==> src/rtl/sio_pkg.sv <==
package sio_pkg;
  localparam int unsigned ADDR_W = 2;
  localparam logic [ADDR_W-1:0] A_CTRL = 2'd0;
  localparam logic [ADDR_W-1:0] A_STAT = 2'd1;
  localparam logic [ADDR_W-1:0] A_DATA = 2'd2;
  localparam int unsigned CTRL_EN_BIT   = 0;
  localparam int unsigned CTRL_MST_BIT  = 1;
  localparam int unsigned STAT_DONE_BIT = 7;
  localparam int unsigned STAT_COLL_BIT = 6;

  function automatic int unsigned div_of(input int unsigned sel);
    return 32'd8 << sel;
  endfunction
endpackage

==> src/rtl/sio_clkgen.sv <==
module sio_clkgen #(
  parameter int unsigned HALF = 4
) (
  input  logic clk,
  input  logic rst_n,
  input  logic run,
  output logic tick
);
  localparam int unsigned CW = (HALF > 1) ? $clog2(HALF) : 1;
  localparam logic [CW-1:0] LAST = CW'(HALF - 1);

  logic [CW-1:0] cnt;

  always_ff @(posedge clk) begin
    if (!rst_n)          cnt <= '0;
    else if (!run)       cnt <= '0;
    else if (cnt == LAST) cnt <= '0;
    else                 cnt <= cnt + 1'b1;
  end

  assign tick = run && (cnt == LAST);

  p_cnt_bound_r2: assert property (@(posedge clk) disable iff (!rst_n)
    cnt <= LAST);
  p_idle_cnt_r2: assert property (@(posedge clk) disable iff (!rst_n)
    !run |=> cnt == '0);
endmodule

==> src/rtl/sio_sck_edges.sv <==
module sio_sck_edges (
  input  logic clk,
  input  logic rst_n,
  input  logic en,
  input  logic master,
  input  logic tick,
  input  logic sck_i,
  input  logic sdi_i,
  output logic sck_q,
  output logic fall,
  output logic rise,
  output logic sdi_eff
);
  logic [2:0] sck_sync;
  logic [1:0] sdi_sync;
  logic       m_on, s_on;

  assign m_on = en && master;
  assign s_on = en && !master;

  always_ff @(posedge clk) begin
    if (!rst_n) begin
      sck_q    <= 1'b1;
      sck_sync <= 3'b111;
      sdi_sync <= '0;
    end else begin
      sck_sync <= {sck_sync[1:0], sck_i};
      sdi_sync <= {sdi_sync[0], sdi_i};
      if (!m_on)     sck_q <= 1'b1;
      else if (tick) sck_q <= ~sck_q;
    end
  end

  always_comb begin
    if (m_on) begin
      fall = tick && sck_q;
      rise = tick && !sck_q;
    end else begin
      fall = s_on && sck_sync[2] && !sck_sync[1];
      rise = s_on && !sck_sync[2] && sck_sync[1];
    end
  end

  assign sdi_eff = master ? sdi_i : sdi_sync[1];

  p_no_double_edge_r9: assert property (@(posedge clk) disable iff (!rst_n)
    !(fall && rise));
  p_off_idle_r2: assert property (@(posedge clk) disable iff (!rst_n)
    !m_on |=> sck_q);
endmodule

==> src/rtl/sio_shifter.sv <==
module sio_shifter #(
  parameter int unsigned W         = 8,
  parameter bit          LSB_FIRST = 1'b0
) (
  input  logic         clk,
  input  logic         rst_n,
  input  logic         en,
  input  logic         slave,
  input  logic         load,
  input  logic [W-1:0] ld_data,
  input  logic         start,
  input  logic         fall,
  input  logic         rise,
  input  logic         sdi,
  output logic [W-1:0] data,
  output logic         sdo,
  output logic         busy,
  output logic         xfer_end
);
  localparam int unsigned CNT_W = (W > 1) ? $clog2(W) : 1;
  localparam logic [CNT_W-1:0] LAST = CNT_W'(W - 1);

  logic [W-1:0]     shreg;
  logic [W-1:0]     shifted;
  logic             out_bit;
  logic [CNT_W-1:0] bitcnt;

  generate
    if (LSB_FIRST) begin : g_lsb
      assign out_bit = shreg[0];
      assign shifted = {sdi, shreg[W-1:1]};
    end else begin : g_msb
      assign out_bit = shreg[W-1];
      assign shifted = {shreg[W-2:0], sdi};
    end
  endgenerate

  assign xfer_end = en && busy && rise && (bitcnt == LAST);

  always_ff @(posedge clk) begin
    if (!rst_n) begin
      busy   <= 1'b0;
      bitcnt <= '0;
      sdo    <= 1'b1;
    end else if (!en) begin
      busy   <= 1'b0;
      bitcnt <= '0;
    end else begin
      if (start || (fall && slave && !busy)) begin
        busy   <= 1'b1;
        bitcnt <= '0;
      end else if (rise && busy) begin
        if (bitcnt == LAST) begin
          busy   <= 1'b0;
          bitcnt <= '0;
        end else begin
          bitcnt <= bitcnt + 1'b1;
        end
      end
      if (fall && (busy || slave)) sdo <= out_bit;
    end
  end

  always_ff @(posedge clk) begin
    if (load)                   shreg <= ld_data;
    else if (en && rise && busy) shreg <= shifted;
  end

  assign data = shreg;

  p_bitcnt_range_r5: assert property (@(posedge clk) disable iff (!rst_n)
    bitcnt <= LAST);
  p_end_idle_r5: assert property (@(posedge clk) disable iff (!rst_n)
    xfer_end |=> !busy);
  p_sdo_hold_r3: assert property (@(posedge clk) disable iff (!rst_n)
    !fall |=> $stable(sdo));
  p_busy_keeps_data_r6: assert property (@(posedge clk) disable iff (!rst_n)
    (busy && !rise) |=> $stable(shreg));
endmodule

==> src/rtl/sio_regs.sv <==
module sio_regs
  import sio_pkg::*;
(
  input  logic              clk,
  input  logic              rst_n,
  input  logic              wr,
  input  logic              rd,
  input  logic [ADDR_W-1:0] addr,
  input  logic              w_en_bit,
  input  logic              w_mst_bit,
  input  logic              busy,
  input  logic              xfer_end,
  output logic              en,
  output logic              master,
  output logic              done,
  output logic              coll,
  output logic              start,
  output logic              load
);
  logic armed;
  logic data_acc, data_wr, stat_rd;

  assign data_wr  = wr && (addr == A_DATA);
  assign data_acc = (wr || rd) && (addr == A_DATA);
  assign stat_rd  = rd && (addr == A_STAT);
  assign load     = data_wr && !busy;
  assign start    = load && en && master;

  always_ff @(posedge clk) begin
    if (!rst_n) begin
      en     <= 1'b0;
      master <= 1'b0;
      done   <= 1'b0;
      coll   <= 1'b0;
      armed  <= 1'b0;
    end else begin
      if (wr && addr == A_CTRL) begin
        en     <= w_en_bit;
        master <= w_mst_bit;
      end
      if (data_acc)                    armed <= 1'b0;
      else if (stat_rd && (done || coll)) armed <= 1'b1;
      if (xfer_end)                    done <= 1'b1;
      else if (data_acc && armed)      done <= 1'b0;
      if (data_wr && busy)             coll <= 1'b1;
      else if (data_acc && armed)      coll <= 1'b0;
    end
  end

  p_coll_set_r6: assert property (@(posedge clk) disable iff (!rst_n)
    (data_wr && busy) |=> coll);
  p_done_set_r5: assert property (@(posedge clk) disable iff (!rst_n)
    xfer_end |=> done);
  p_clear_seq_r7: assert property (@(posedge clk) disable iff (!rst_n)
    (data_acc && armed && !xfer_end) |=> !done);
  p_keep_flags_r7: assert property (@(posedge clk) disable iff (!rst_n)
    (data_acc && !armed && done) |=> done);
endmodule

==> src/rtl/sio_port.sv <==
module sio_port
  import sio_pkg::*;
#(
  parameter int unsigned DATA_W    = 8,
  parameter bit          LSB_FIRST = 1'b0,
  parameter int unsigned DIV_SEL   = 0
) (
  input  logic              clk,
  input  logic              rst_n,
  input  logic              reg_wr,
  input  logic              reg_rd,
  input  logic [1:0]        reg_addr,
  input  logic [DATA_W-1:0] reg_wdata,
  output logic [DATA_W-1:0] reg_rdata,
  input  logic              sdi_i,
  input  logic              sck_i,
  output logic              sdo_o,
  output logic              sdo_oe,
  output logic              sck_o,
  output logic              sck_oe
);
  localparam int unsigned HALF = div_of(DIV_SEL) / 2;

  logic en, master, done, coll, start, load;
  logic busy, xfer_end, tick, fall, rise, sdi_eff, sck_q;
  logic [DATA_W-1:0] data;

  sio_regs u_regs (
    .clk(clk), .rst_n(rst_n), .wr(reg_wr), .rd(reg_rd), .addr(reg_addr),
    .w_en_bit(reg_wdata[CTRL_EN_BIT]), .w_mst_bit(reg_wdata[CTRL_MST_BIT]),
    .busy(busy), .xfer_end(xfer_end), .en(en), .master(master),
    .done(done), .coll(coll), .start(start), .load(load)
  );

  sio_clkgen #(.HALF(HALF)) u_clkgen (
    .clk(clk), .rst_n(rst_n), .run(en && master && busy), .tick(tick)
  );

  sio_sck_edges u_edges (
    .clk(clk), .rst_n(rst_n), .en(en), .master(master), .tick(tick),
    .sck_i(sck_i), .sdi_i(sdi_i), .sck_q(sck_q), .fall(fall), .rise(rise),
    .sdi_eff(sdi_eff)
  );

  sio_shifter #(.W(DATA_W), .LSB_FIRST(LSB_FIRST)) u_shift (
    .clk(clk), .rst_n(rst_n), .en(en), .slave(!master), .load(load),
    .ld_data(reg_wdata), .start(start), .fall(fall), .rise(rise),
    .sdi(sdi_eff), .data(data), .sdo(sdo_o), .busy(busy), .xfer_end(xfer_end)
  );

  always_comb begin
    reg_rdata = '0;
    unique case (reg_addr)
      A_CTRL: begin
        reg_rdata[CTRL_EN_BIT]  = en;
        reg_rdata[CTRL_MST_BIT] = master;
      end
      A_STAT: begin
        reg_rdata[STAT_DONE_BIT] = done;
        reg_rdata[STAT_COLL_BIT] = coll;
      end
      A_DATA:  reg_rdata = data;
      default: reg_rdata = '0;
    endcase
  end

  assign sck_o  = sck_q;
  assign sdo_oe = en;
  assign sck_oe = en && master;

  p_idle_sck_high_r2: assert property (@(posedge clk) disable iff (!rst_n)
    (sck_oe && !busy) |-> sck_o);
  p_start_busy_r2: assert property (@(posedge clk) disable iff (!rst_n)
    start |=> busy);
  p_no_run_off_r8: assert property (@(posedge clk) disable iff (!rst_n)
    !en |=> !busy);
endmodule

==> config.mk <==
export PLATFORM = sky130hd
export DESIGN_NAME = sio_port
export DESIGN_NICKNAME = d
export VERILOG_FILES = /design/src/rtl/sio_pkg.sv /design/src/rtl/sio_clkgen.sv /design/src/rtl/sio_sck_edges.sv /design/src/rtl/sio_shifter.sv /design/src/rtl/sio_regs.sv /design/src/rtl/sio_port.sv
export SDC_FILE = /design/constraint.sdc
export NUM_CORES = 1
export LEC_CHECK = 0
export BUFFER_PORTS_ARGS = -buffer_cell sky130_fd_sc_hd__buf_2
export CAP_MARGIN = 20
export CORE_ASPECT_RATIO = 0.75
export CORE_MARGIN = 5
export CORE_UTILIZATION = 30
export CTS_CLUSTER_DIAMETER = 100
export DETAILED_ROUTE_END_ITERATION = 8
export GPL_TIMING_DRIVEN = 0
export SYNTH_ARGS = -nofsm -noshare
export SYNTH_HDL_FRONTEND = slang
export SYNTH_SLANG_ARGS = --single-unit
==> constraint.sdc <==
create_clock -name clk -period 2.1 [get_ports clk]
set_input_delay 0.315 -clock clk [delete_from_list [all_inputs] [get_ports clk]]
set_output_delay 0.315 -clock clk [all_outputs]
set_load 0.01 [all_outputs]
==> results.txt <==
----------------------------------------------------
[Cells and area]
  Fraction of final layout cells with drive strength greater than 1 ... 30.07%
  Ant. Diodes ... 0
  Nets@finish ... 176
  Most common cell after layout, fill and taps aside ... sky130_fd_sc_hd__buf_2
  # fillers ... 427
  Commonest non-fill, non-tap cells in the layout ... 29 x sky130_fd_sc_hd__buf_2, 18 x sky130_fd_sc_hd__dfxtp_1, 8 x sky130_fd_sc_hd__and2_1, 8 x sky130_fd_sc_hd__nand4_1, 8 x sky130_fd_sc_hd__edfxtp_1
  Area delta synth->final ... 20.44%
  Post-route non-filler standard cell count ... 208

[Clock network]
  Hold-fix buffers, CTS ... 0
  Total CTS buffers ... 3
  CTS tree ... done
  Clock-pin slew on the worst setup and hold paths ... 90 ps
  Buffer cell driving the clock tree root ... sky130_fd_sc_hd__clkbuf_8
  Clock latency reported for the late side of the worst-skew pair ... 270 ps
  Clock net sink count ... 26
  # H-tree levels ... 1
  Setup fix buffers added after clock tree synthesis ... 0
  Number of cells upsized or downsized after cts ... 0
  Max clock buf depth ... 2

[Power]
  Total power ... 0.9780 mW
  Static Leak ... 0.6147 nW
  Pwr/cell area ... 625.9 mW/mm^2
  Worst IR Drop VDD ... 478.6 uV

[Floorplanning]
  Area of the die ... 0.005754 sq mm
  Core Box Area ... 0.004104 sq mm
  Number of top-level pins ... 28
  Cell row count ... 20
  Floorplan die height ... 66.96 microns
  Die Width ... 85.94 microns
  Effective utilization at floorplan ... 31.62%

[GRT]
  Global-route layer with the greatest usage ... met2
  Total congestion overflow ... 0
  Global-route met3 utilization ... 3.214%
  Aggregate global-route resource usage ... 10.04%
  Global-route wire length before repair ... 4.526 mm
  Vias in the first global route ... 994
  Met1 Track Usage GR ... 13.56%
  Initial antenna violation count ... 0
  Met2 usage in global routing ... 15.19%
  Maximum number of pins on one net before global-route repair ... 16

[Worst setup path]
  Worst setup path endpoint ... u_shift.data[4]
  Category of the worst setup path launch point ... flop
  Ordered list of cells on the worst path ... or3b_2, a21oi_2, o21bai_1
  Buf+Inv Stages, Crit Path ... 0
  Data arrival time of the worst path ... 1850 ps
  Critical path type ... flop to flop
  Required time worst endpoint ... 2000 ps
  Worst flop-to-flop path startpoint ... u_edges.sck_sync[1]
  Source of the critical timing path ... u_edges.sck_sync[1]
  Kind of end point of the critical path ... flop
  Capturing point of the worst reg2reg path ... u_shift.data[4]
  Family of cells with the greatest summed delay on the critical path ... compound AO/OA/AOI/OAI gates
  Slack of the worst reg-to-reg path ... 150 ps
  Largest incremental delay on the critical path ... 490 ps
  Cell depth of the worst setup path ... 3
  Worst-path fanout max ... 8
  Crit path max-delay cell type ... sky130_fd_sc_hd__or3b_2
  Number of cells traversed by the worst register-to-register path ... 3

[Routing]
  Residual DRC ... 0
  Sum of routed wire length over all layers ... 2.630 mm
  Number of search-and-repair iterations in the first detailed-routing pass ... 4
  Detail-routed via count per cell ... 4.808
  Routed Antenna Nets ... 0
  Vias after detailed routing ... 1000
  Iteration-0 DRC count of the detailed router ... 53
  Final routed wire length divided by cell count ... 12.64 microns

[Synthesis]
  Flop and latch count out of synthesis ... 26
  Synth Cell Area ... 0.001297 sq mm
  Average cell area after synthesis ... 10.55 sq um
  Yosys warning count ... 0
  Main area contributors after synthesis ... sky130_fd_sc_hd__dfxtp_1 28%, sky130_fd_sc_hd__edfxtp_1 19%, sky130_fd_sc_hd__mux2_2 6.1%, sky130_fd_sc_hd__ha_1 5.8%, sky130_fd_sc_hd__and2_1 3.9%
  Synthesized net count ... 145
  Area leader, netlist ... sky130_fd_sc_hd__dfxtp_1
  Post-synthesis instance total ... 123
  Count of distinct cell types in the synthesized netlist ... 36
  Top cell type's share of synthesized area ... 27.77%
  Share of synthesized area occupied by flip-flops and latches ... 46.29%

[Place]
  Routability congestion estimate ... 0.7223
  Count of input and output buffers ... 26
  DP HPWL ... 2.073 mm
  DP Cell Count ... 204

[STA]
  Final period util ... 92.93%
  Unrepaired setup endpoints after global routing ... no
  Final clock skew ... 5.018 ps
  Final Max Tran Viols ... 0
  Final sum of negative setup slack ... 0 ps
  Finish-stage setup viols ... 0
  Post-route minimum period ... 1951 ps
  Relative slew slack ... 45.61%
  Final hold viol count ... 0
  Achievable clock frequency ... 0.5124 GHz
  Transition at the pin with the smallest max-transition slack ... 814.1 ps

[Run]
  Count of maximum capacitance violations ... 0

[Min path]
  Class of the tightest hold or removal check ... input port to flop

[Status]
  Status ... finished clean

----------------------------------------------------
## metrics by stage
| stage | hold WS [ps] | cell area, sq um | setup slack [ps] | utilization (%) |
|---|---|---|---|---|
| after floorplan | 386.3 | 1297 | 393.3 | - |
| after global placement | 390.8 | 1496 | 200.5 | 36.46 |
| after detailed placement | 409.5 | 1496 | 172.7 | 36.46 |
| after CTS | 212.7 | 1563 | 145.8 | 38.08 |
| after global routing | 215.0 | 1563 | 81.61 | 38.08 |
| final | 221.5 | 1563 | 148.5 | 38.08 |
## state kept, by name, indices dropped and copies added (netlist names)
name and flops:
u_edges.sck_q 1, u_regs.en 1, u_shift.sdo 1, u_shift.bitcnt 3, u_edges.sdi_sync 2, u_edges.sck_sync 3
u_regs.armed 1, u_regs.coll 1, u_shift.busy 1, u_shift.data 8, u_clkgen.cnt 2, u_regs.master 1
u_regs.done 1
## cell families after synthesis
family,after synthesis,share of synthesized area (%)
and+or+nand+nor,49,22.28
DFF,26,46.29
AOI/OAI and AO/OA,18,10.70
muxes,12,9.933
buffers and inverters,11,4.339
adders and majority gates,6,5.786
xor gates and xnor gates,1,0.6751
## power breakdown
part / total [mW] / internal [mW] / switching (mW)
Combinational: 0.0814 / 0.0391 / 0.0424
Clock: 0.364 / 0.207 / 0.157
Sequential: 0.533 / 0.528 / 0.00537
## routing by layer
| layer | up-vias | wire length [microns] |
|---|---|---|
| met4 | 0 | 17 |
| li1 | 506 | - |
| met1 | 471 | 1345 |
| met2 | 21 | 1151 |
| met3 | 2 | 115 |
| met5 | - | 0 |
## cell usage after synthesis
cell type                   count
sky130_fd_sc_hd__a21bo_2        1
sky130_fd_sc_hd__a21boi_0       4
sky130_fd_sc_hd__a21oi_1        1
sky130_fd_sc_hd__a21oi_2        1
sky130_fd_sc_hd__a22o_1         2
sky130_fd_sc_hd__a22oi_1        2
sky130_fd_sc_hd__a2bb2oi_1      1
sky130_fd_sc_hd__and2_1         8
sky130_fd_sc_hd__buf_2          3
sky130_fd_sc_hd__buf_4          1
sky130_fd_sc_hd__buf_6          1
sky130_fd_sc_hd__clkbuf_1       2
sky130_fd_sc_hd__dfxtp_1       18
sky130_fd_sc_hd__edfxtp_1       8
sky130_fd_sc_hd__ha_1           6
sky130_fd_sc_hd__inv_1          4
sky130_fd_sc_hd__mux2_2         7
sky130_fd_sc_hd__mux2i_1        5
sky130_fd_sc_hd__nand2_1        7
sky130_fd_sc_hd__nand2b_1       3
sky130_fd_sc_hd__nand3_1        7
sky130_fd_sc_hd__nand3b_1       2
sky130_fd_sc_hd__nand4_1        8
sky130_fd_sc_hd__nand4b_1       1
sky130_fd_sc_hd__nor2_1         2
sky130_fd_sc_hd__nor2b_1        6
sky130_fd_sc_hd__nor3_1         1
sky130_fd_sc_hd__nor3b_1        1
sky130_fd_sc_hd__o2111ai_1      1
sky130_fd_sc_hd__o211a_1        1
sky130_fd_sc_hd__o211ai_1       1
sky130_fd_sc_hd__o21ai_0        2
sky130_fd_sc_hd__o21bai_1       1
sky130_fd_sc_hd__or3b_2         2
sky130_fd_sc_hd__or4b_1         1
sky130_fd_sc_hd__xor2_1         1
## final cells by class
cell class / instances / area [sq um] / area share [%]
buffer: 7 / 41.29 / 2.642
clock buffer: 4 / 66.31 / 4.243
inverter: 4 / 15.01 / 0.9608
multi-input combinational: 86 / 640.6 / 40.99
sequential: 26 / 600.6 / 38.43
tap: 55 / 68.82 / 4.404
timing repair buffer: 26 / 130.1 / 8.327
## worst register-to-register path: stages (launching register included)
cell and delay, ps:
sky130_fd_sc_hd__dfxtp_1 360, sky130_fd_sc_hd__or3b_2 490, sky130_fd_sc_hd__a21oi_2 300, sky130_fd_sc_hd__o21bai_1 430
## worst min-delay path by stage
| stage | startpoint | to | slack [ps] | cells past startpoint |
|---|---|---|---|---|
| 6_report | sck_i | u_edges.sck_sync[0] | 220 | 2 |
| 5_1_grt | sck_i | u_edges.sck_sync[0] | 210 | 2 |
| 4_1_cts | sck_i | u_edges.sck_sync[0] | 210 | 2 |
| 3_5_place_dp | u_edges.sck_sync[0] | u_edges.sck_sync[1] | 410 | 1 |
| 3_3_place_gp | u_edges.sck_sync[0] | u_edges.sck_sync[1] | 390 | 1 |
| 2_1_floorplan | u_edges.sck_sync[0] | u_edges.sck_sync[1] | 390 | 1 |
(Power assumes the default switching activity.)
